$ cat src/rtl/irq_merge_regs.sv
module irq_merge_regs #(
  parameter int NLINES = 16,
  parameter int DW = 32,
  parameter int AW = 8,
  parameter logic [DW-1:0] WMASK = 32'h000F_EEFF
) (
  input  logic              clk,
  input  logic              rst_n,
  input  logic [NLINES-1:0] irq_in,
  input  logic [AW-1:0]     bus_addr,
  input  logic [DW-1:0]     bus_wdata,
  input  logic              bus_we,
  input  logic              bus_re,
  output logic [DW-1:0]     bus_rdata,
  output logic              irq_out
);
  localparam int NSCR = 10;
  localparam logic [AW-1:0] MASK_OFF = AW'('hC0);
  localparam logic [AW-1:0] PEND_OFF = AW'('hD0);

  function automatic logic [AW-1:0] scr_off(input int i);
    case (i)
      0: scr_off = AW'('h10);
      1: scr_off = AW'('h14);
      2: scr_off = AW'('h40);
      3: scr_off = AW'('h60);
      4: scr_off = AW'('h80);
      5: scr_off = AW'('h84);
      6: scr_off = AW'('h88);
      7: scr_off = AW'('h90);
      8: scr_off = AW'('hE0);
      default: scr_off = AW'('hE4);
    endcase
  endfunction

  logic [DW-1:0] mask_q, pend_q;
  logic [NLINES-1:0] sync_a, sync_q, lvl_q;
  logic [DW-1:0] scr_q [NSCR];
  logic [NSCR-1:0] scr_hit;
  logic [DW-1:0] scr_rd;

  wire mask_wr = bus_we && bus_addr == MASK_OFF;
  wire pend_wr = bus_we && bus_addr == PEND_OFF;

  wire [NLINES-1:0] evt = (sync_q ^ lvl_q) & mask_q[NLINES-1:0];
  wire [NLINES-1:0] win = evt & (~evt + NLINES'(1));

  genvar g;
  generate
    for (g = 0; g < NSCR; g++) begin : g_scr
      assign scr_hit[g] = bus_addr == scr_off(g);
      always_ff @(posedge clk or negedge rst_n)
        if (!rst_n) scr_q[g] <= '0;
        else if (bus_we && scr_hit[g]) scr_q[g] <= bus_wdata;
    end
  endgenerate

  always_comb begin
    scr_rd = '0;
    for (int i = 0; i < NSCR; i++)
      if (scr_hit[i]) scr_rd = scr_q[i];
  end

  always_ff @(posedge clk or negedge rst_n) begin
    if (!rst_n) begin
      sync_a <= '0;
      sync_q <= '0;
      lvl_q  <= '0;
    end else begin
      sync_a <= irq_in;
      sync_q <= sync_a;
      lvl_q  <= sync_q;
    end
  end

  always_ff @(posedge clk or negedge rst_n) begin
    if (!rst_n) begin
      mask_q  <= '0;
      pend_q  <= '0;
      irq_out <= 1'b0;
    end else begin
      if (mask_wr) mask_q <= bus_wdata & WMASK;
      if (pend_wr) begin
        pend_q <= bus_wdata & WMASK;
      end else if (|evt) begin
        pend_q  <= DW'(win);
        irq_out <= |(win & sync_q);
      end
    end
  end

  always_ff @(posedge clk or negedge rst_n) begin
    if (!rst_n) bus_rdata <= '0;
    else if (bus_re) begin
      if (bus_addr == MASK_OFF) bus_rdata <= mask_q;
      else if (bus_addr == PEND_OFF) bus_rdata <= pend_q;
      else bus_rdata <= scr_rd;
    end
  end
endmodule

$ cat config.mk
export PLATFORM = sky130hd
export DESIGN_NAME = irq_merge_regs
export DESIGN_NICKNAME = d
export VERILOG_FILES = /design/src/rtl/irq_merge_regs.sv
export SDC_FILE = /design/constraint.sdc
export NUM_CORES = 1
export LEC_CHECK = 0
export BUFFER_PORTS_ARGS = -buffer_cell sky130_fd_sc_hd__buf_2
export CELL_PAD_IN_SITES_DETAIL_PLACEMENT = 0
export CELL_PAD_IN_SITES_GLOBAL_PLACEMENT = 1
export CORE_MARGIN = 5
export CORE_UTILIZATION = 39
export CTS_CLUSTER_SIZE = 25
export DETAILED_ROUTE_END_ITERATION = 8
export GPL_TIMING_DRIVEN = 0
export PLACE_DENSITY_LB_ADDON = 0.1
export SLEW_MARGIN = 20
export SYNTH_ARGS = -nofsm -noshare
export SYNTH_HDL_FRONTEND = slang
export SYNTH_SLANG_ARGS = --single-unit
$ cat constraint.sdc
create_clock -name clk -period 4.3 [get_ports clk]
set_clock_uncertainty 0.1 [all_clocks]
set_input_delay 0.43 -clock clk [delete_from_list [all_inputs] [get_ports clk]]
set_output_delay 0.43 -clock clk [all_outputs]
set_load 0.005 [all_outputs]
# After elaboration in Yosys (flattened, before gate mapping)
# Cells that the tools add are included.
# word_totals
regBits	451
in_bits	60
elab_cells	66
# classes
addsub	1
n_eq_ne	12
mux	14
bitwise_logic	6
reduce_logical	16
# op_table
operator	n
32-bit 2-to-1 mux	14
8-bit == test (second input constant)	8
16-bit bitwise AND	3
16-bit OR reduction	2
16-bit by 1-bit adder with 16-bit output (second input constant)	1
8-bit by 5-bit == test with 1-bit output (second input constant)	2
8-bit by 7-bit == test with 1-bit output (second input constant)	2
16-bit NOT	1
16-bit XOR	1
1-bit logical AND	12
2-bit AND reduction	1
2-bit nonzero test	1
1-bit NOT	1

# Logic depth before layout (Yosys ltp)
# Gate-level depths: netlist of run 1.
# logic_depth
word_depth	13
mapped_depth	9
mapped_depth_nobuf	6

# Least setup slack after synthesis of run 1
# No wires, ideal clock.
# synth_timing
path_kind	input -> register
startpoint	input port bus_addr[2]
endpoint	register pend_q[10]
t_arrival_ns	2.156
setup_slack_ns	1.918
cell_stages	8
cell_sequence	buf_2 -> or4_1 -> nor4b_1 -> buf_2 -> nand2_2 -> buf_2 -> nor2_1 -> a21oi_1
# synth_between
elab_chain_len	3
word_cells_on_any_way	4
classes_between	eq/ne: 1; mux: 1; reduce/logical: 2
# synth_rtl
item	line	rtl
start: declaration	10	input logic [AW-1:0] bus_addr,
8-bit == test (*)	43	wire pend_wr = bus_we && bus_addr == PEND_OFF;
1-bit logical AND (*)	43	
32-bit 2-to-1 mux / 2-bit nonzero test (equally long branches)	n/a	
end signal: assignment	84	pend_q <= bus_wdata & WMASK;
end signal: assignment	86	pend_q <= DW'(win);
end: declaration	36	logic [DW-1:0] mask_q, pend_q;
# Every way passes the cells marked *; elsewhere a longest branch is shown, timed or not.
# A chain may end at the register's enable or synchronous reset.

# Final worst setup path of run 1
# layout_timing
startpoint	input port bus_addr[3]
endpoint	register bus_rdata[5]
# layout_between
elab_chain_len	13
word_cells_on_any_way	24
classes_between	eq/ne: 12; mux: 12
# layout_rtl
item	line	rtl
8-bit by 5-bit == test with 1-bit output	51	assign scr_hit[g] = bus_addr == scr_off(g);
32-bit 2-to-1 mux (10 in a row)	61	if (scr_hit[i]) scr_rd = scr_q[i];
32-bit 2-to-1 mux	96	else if (bus_addr == PEND_OFF) bus_rdata <= pend_q;
32-bit 2-to-1 mux (*)	95	if (bus_addr == MASK_OFF) bus_rdata <= mask_q;
end signal: assignment	95	
end signal: assignment	96	
end signal: assignment	97	else bus_rdata <= scr_rd;
end: declaration	14	output logic [DW-1:0] bus_rdata,
# Marks and branches as above.

==> results of run 1 <==
[what timing repair did]
item | CTS | global route
hold buffers | 25 | 0
setup buffers | 0 | 0
hold endpoints to repair | 96 | 0
resized for setup | 0 | 0
[registers in the layout, indices dropped and copies added (netlist names)]
| signal | count |
|---|---|
| lvl_q | 14 |
| scr_q | 320 |
| bus_rdata | 32 |
| mask_q | 18 |
| irq_out | 1 |
| pend_q | 18 |
| sync_q | 14 |
| sync_a | 14 |
[per-stage QoR]
step | TNS (ps) | cells | utilization [%] | worst slack (ps) | hold slack (ps)
floorplan | 0 | 1613 | - | 1920 | 34.4
global placement | -2664010 | 2358 | 41.7 | -6260 | 231
detailed placement | 0 | 2363 | 42.0 | 641 | 235
CTS | 0 | 2474 | 45.8 | 1270 | 5.72
global route | 0 | 2474 | 45.8 | 1200 | 31.7
finish | 0 | 2474 | 45.8 | 1240 | 30.5
[routing by layer]
layer	share of wire (%)	vias up	wire length (um)	global-route usage [%]
met5	0	-	0	0
met4	2.7	0	1660	6.86
met3	4.2	105	2520	3.06
met2	49	324	29900	37.7
met1	44	7172	26400	29.7
li1	-	6311	-	-
[worst max-delay path by stage]
stage | end | slack, ps | depth (start not counted)
floorplan | pend_q[10]$_DFFE_PN0P_ | 1920 | 8
finish | bus_rdata[5]$_DFFE_PN0P_ | 1240 | 7
global placement | bus_rdata[18]$_DFFE_PN0P_ | -6260 | 1
CTS | pend_q[10]$_DFFE_PN0P_ | 1270 | 8
detailed placement | pend_q[10]$_DFFE_PN0P_ | 640 | 8
global route | bus_rdata[5]$_DFFE_PN0P_ | 1200 | 7
[cell type report]
| cell class | count | area, um2 | share of cell area, % |
|---|---|---|---|
| Sequential cell | 431 | 10800 | 47.1 |
| Multi-Input combinational cell | 1033 | 8270 | 36.1 |
| Clock buffer | 72 | 1490 | 6.49 |
| Tap cell | 672 | 841 | 3.67 |
| Timing Repair Buffer | 103 | 763 | 3.34 |
| Buffer | 142 | 569 | 2.49 |
| Clock inverter | 14 | 149 | 0.651 |
| Inverter | 7 | 26.3 | 0.115 |
[where the power goes]
part           switching, uW  total (uW)  internal, uW
registers                127        4400          4270
logic                    426         715           289
clock network           1690        4250          2560
[cell usage in the layout, fill, tap and decap left out, types with 20 or more instances in the layout]
cell type        n
dfrtp_1        431
mux2_2         358
a21oi_1        107
nor2_1          97
buf_2           95
clkbuf_1        90
nand2_1         63
clkbuf_16       51
o22ai_1         41
nand3_1         36
buf_1           35
o21ai_0         34
o221ai_1        31
dlygate4sd3_1   25
a221oi_1        24
nor2b_1         23
mux2i_1         20
[worst max-delay path, delay by kind of cell]
| family | cells | cell delay (ps) |
|---|---|---|
| buf+inv | 2 | 810 |
| simple gates | 2 | 1230 |
| compound gates | 3 | 930 |
[cell families (layout without fill, tap and decap cells)]
group	after synthesis	in the layout
AOI/OAI and AO/OA	355	355
and+or+nand+nor	286	286
muxes	378	378
DFF	431	431
xor gates and xnor gates	14	14
buffers and inverters	149	338
==> impl_metrics.tcl, run 1 <==
set metrics [dict create \
    outcome "finished clean" \
    drc 0 \
    leakage_uw 0.0108 \
    first_global_vias 14700 \
    synth-edff-count 0 \
    dp_hpwl_um 42200 \
    layout.nets 1827 \
    syn_to_final_growth_pct 16.6 \
    fp-row-count 82 \
    synth_seq_area_share_pct 54.9 \
    synth.most_common_cell "dfrtp_1" \
    clockBufferDepth 3 \
    grt.total_usage_pct 22.2 \
    fin_crit_ps 3060 \
    worstPathCellList "clkbuf_1, nor4_4, nand3_1, clkbuf_1, o22ai_1, a21oi_1, o32ai_1" \
    cts_tree "done" \
    r2r_end "pend_q[13]$_DFFE_PN0P_" \
    ys_ff_latch 431 \
    ys_warn_count 0 \
    rsz0062_at_grt "no" \
    start_util_pct 39.3 \
    synthArstFlopShare_pct 100 \
    overflow 0 \
    die_y_um 234 \
    power_uw 9360 \
    worstHoldStart "bus_wdata[0]" \
    wl_um 60500 \
    route.detailed.vias_per_inst 5.62 \
    crit_start "bus_addr[3]" \
    n_antenna_cell 0 \
    arrival_ps 3440 \
    placedInstanceArea_um2 21000 \
    cts_buffers 49 \
    r2r_slack_ps 1500 \
    slew_headroom_pct 25.1 \
    power_density_nw_per_um2 409 \
    root_buffer "clkbuf_16" \
    synth_compound_area_share_pct 12.6 \
    critPathSlowestCell "nand3_1" \
    synth_area_leaders "dfrtp_1 (55%), mux2_2 (21%), a21oi_1 (2.7%), nor2_1 (1.9%), clkbuf_1 (1.6%)" \
    syn_nets 1673 \
    insertion_delay_ps 590 \
    syn-instance-count 1613 \
    dieArea_um2 54900 \
    grt_max_degree 97 \
    core_um2 50000 \
    initialDrtViolationCount 922 \
    ys.flop_type "dfrtp_1" \
    fin_crit_sh_pct 71.1 \
    drtAntennaViolNets 0 \
    antenna_found_initial 0 \
    synthXorXnorAreaFrac_pct 0.625 \
    path_max_fanout 10 \
    cts.htree.levels 2 \
    cpPeakStageDelay_ps 630 \
    max_freq_ghz 0.327 \
    setup_violations 0 \
    ff2ff_path_depth 7 \
    drive_gt1_share_pct 30.7 \
    n_fill_cell 4692 \
    yosys.cell_types.count 60 \
    avgSynthCellArea_um2 12.2 \
    required_ps 4680 \
    min_to "scr_q[256]$_DFFE_PN0P_" \
    synth_top_family_by_area "multiplexers" \
    synth.top_cell.area_share_pct 54.9 \
    synthAdderAreaFrac_pct 0 \
    crit_path_frequent_cell "clkbuf_1" \
    die_w_um 234 \
    hp-class "input pin to flop" \
    worstReg2RegStart "sync_q[0]$_DFF_PN0_" \
    end_kind "flop" \
    clkTransAtPathRegs_ps 60 \
    tightestPinTransition_ps 1110 \
    synthesis.area_um2 19600 \
    grt_first_pass_wirelength_um 92400 \
    peakVddDrop_v 0.000288 \
    io_pins 93 \
    dr.pass1.iters 5 \
    stdcell_area_um2 22900 \
    io_buffers 73 \
    min_delay_path_depth 2 \
    synth_top_area_cell "dfrtp_1" \
    clock_sinks 431 \
    synth_mux_area_share_pct 21.6 \
    max_cap_violations 0 \
    vias 13900 \
    synthSimpleGateAreaFrac_pct 7.25 \
    cp-start-kind "input pin" \
    wire_per_inst_um 24.5 \
    place.gp.congestion 0.815 \
    path_class "input pin to flop" \
    synthTopCellsByCount "dfrtp_1 (431), mux2_2 (358), a21oi_1 (107)" \
    slew_violations 0 \
    hold_viol 0 \
]
Power figures use the tool's default switching activity.
==> run 2, diff against run 1 <==
==> constraint.sdc (replaced) <==
create_clock -name clk -period 2.5 [get_ports clk]
set_clock_uncertainty 0.1 [all_clocks]
set_input_delay 0.25 -clock clk [delete_from_list [all_inputs] [get_ports clk]]
set_output_delay 0.25 -clock clk [all_outputs]
set_load 0.005 [all_outputs]
==> run 2 against run 1 <==
  * Clock-buffer cell count is the same
  * Utilization up 0.38 points
  * Cell count rose by 0.49%
  * Register-to-register slack lost 1300 ps
  * Die area stayed put
  * Sequential power up 72%
  * Combinational power increased by 75%
  * Flip-flop and latch count stayed put
  * Sequential share of layout area fell by 0.39 points
  * Via count up 0.72%
  * First-iteration DRC count is 9.0% lower
  * Critical path type unchanged
==> impl_metrics.tcl, run 2 (synthesized netlist as in run 1, its figures left out) <==
set metrics [dict create \
    cpPeakStageDelay_ps 690 \
    grt.total_usage_pct 22.3 \
    clkTransAtPathRegs_ps 60 \
    arrival_ps 2860 \
    internal_power_uw 12300 \
    largest_reg_flops 320 \
    top_layer "met4" \
    first_global_vias 14800 \
    outcome "finished clean" \
    fin_cells 2486 \
    die_y_um 234 \
    cp-start-kind "input pin" \
    insertion_delay_ps 590 \
    met3_length_um 2370 \
    root_buffer "clkbuf_16" \
    stdcell_area_um2 23100 \
    vias 14000 \
    n_antenna_cell 0 \
    cts.htree.levels 2 \
    clock_sinks 431 \
    max_cap_violations 0 \
    drive_gt1_share_pct 31.8 \
    critPathSlowestCell "buf_1" \
    crit_path_frequent_cell "buf_1" \
    route.detailed.vias_per_inst 5.64 \
    p_switching_uw 3870 \
    antenna_found_initial 0 \
    pwr-share-clk_pct 45.3 \
    cp_top_family "buffers and inverters" \
    core_um2 50000 \
    io_buffers 73 \
    hold_ws_ps 78.0 \
    peakVddDrop_v 0.000495 \
    r2r_slack_ps 180 \
    rsz0062_at_grt "no" \
    largest-register "scr_q" \
    required_ps 2870 \
    slew_headroom_pct 33.6 \
    die_w_um 234 \
    max_freq_ghz 0.402 \
    drc 0 \
    path_buf_inv 3 \
    fin_tns_setup_ps 0 \
    syn_to_final_growth_pct 17.5 \
    dr.pass1.iters 5 \
    start_util_pct 39.3 \
    p_seq_share_pct 46.9 \
    final_cell_mix "dfrtp_1 (431), mux2_2 (358), a21oi_1 (107)" \
    hp-class "input pin to asynchronous set/reset pin" \
    cts_tree "done" \
    combPwrFrac_pct 7.8 \
    fin_crit_sh_pct 99.5 \
    worstPathCellList "buf_1, nor4b_2, and3_1, clkbuf_1, nand2_1, buf_1, mux2_2" \
    fin_crit_ps 2490 \
    path_max_fanout 10 \
    wire_per_inst_um 24.4 \
    clockBufferDepth 3 \
    initialDrtViolationCount 839 \
    wl_um 60700 \
    hold_viol 0 \
    power_density_nw_per_um2 699 \
    path_class "input pin to flop" \
    setup_violations 0 \
    fp-row-count 82 \
    grt_first_pass_wirelength_um 92800 \
    tightestPinTransition_ps 996 \
    cts_buffers 49 \
    leakage_uw 0.0109 \
    overflow 0 \
    drtAntennaViolNets 0 \
    placedInstanceArea_um2 21000 \
    power_uw 16100 \
    dp_hpwl_um 42200 \
    dieArea_um2 54900 \
    dp_cells 2363 \
    layout.nets 1839 \
    sw_frac_of_total_pct 24.0 \
    final_common_cell "dfrtp_1" \
    met2WireLength_um 30000 \
    slew_violations 0 \
    end_kind "flop" \
    reg.largest.list "scr_q x320, bus_rdata x32" \
    n_fill_cell 4680 \
    grt_max_degree 97 \
    place.gp.congestion 0.815 \
    wl_met1_um 26700 \
    io_pins 93 \
]
run 2: cell count changes in the layout (fill, tap and decap cells not counted), sizes merged:
cell / before / now
dlygate4sd3: 25 / 33
clkbuf: 154 / 158
run 2: final timing paths:
| check | from | to | cells past startpoint |
|---|---|---|---|
| min in group clk | bus_wdata[8] | scr_q[200]$_DFFE_PN0P_ | 2 |
| worst min-delay path | rst_n | scr_q[281]$_DFFE_PN0P_ | 2 |
| worst min register to register | sync_a[11]$_DFF_PN0_ | sync_q[11]$_DFF_PN0_ | 0 |
| worst max-delay path | bus_addr[3] | scr_q[15]$_DFFE_PN0P_ | 7 |
| worst max register to register | sync_q[0]$_DFF_PN0_ | pend_q[13]$_DFFE_PN0P_ | 8 |
| max in group asynchronous | rst_n | sync_a[14]$_DFF_PN0_ | 6 |
run 2: layer usage:
layer  vias to the layer above  GRT usage [%]
met5                         -              0
met4                         0           6.88
met3                       100           3.03
met2                       299           37.8
met1                      7283           29.8
li1                       6330              -
run 2: power by group through the flow:
stage,registers (uW),clock network (uW),logic [uW]
final,7560,7300,1250
after global routing,7600,7730,1390
after CTS,7560,7490,1270
after detailed placement,7690,0,1220
after global placement,7670,0,1170
after floorplan,7620,0,694
run 2: final cells by class:
type	count	area, um2	share of cell area, %
tap	672	841	3.64
clock inverter	14	149	0.645
timing repair buffer	115	878	3.81
buffer	142	584	2.53
sequential	431	10800	46.7
inverter	7	26.3	0.114
multi-input combinational	1033	8320	36.1
clock buffer	72	1490	6.44
run 2: metrics by stage:
stage	utilization, %	setup WS (ps)
global placement	41.7	-7880
global route	46.2	2.36
CTS	46.1	-11.5
detailed placement	42.0	-979
floorplan	-	264
finish	46.2	13.6
run 2: repair_timing:
item	CTS	global route
buffers inserted	4	0
setup endpoints to repair	167	112
hold buffers	33	0
cloned	0	0
resized for setup	8	30
endpoints found under the hold margin	129	0
pin swaps	2	0
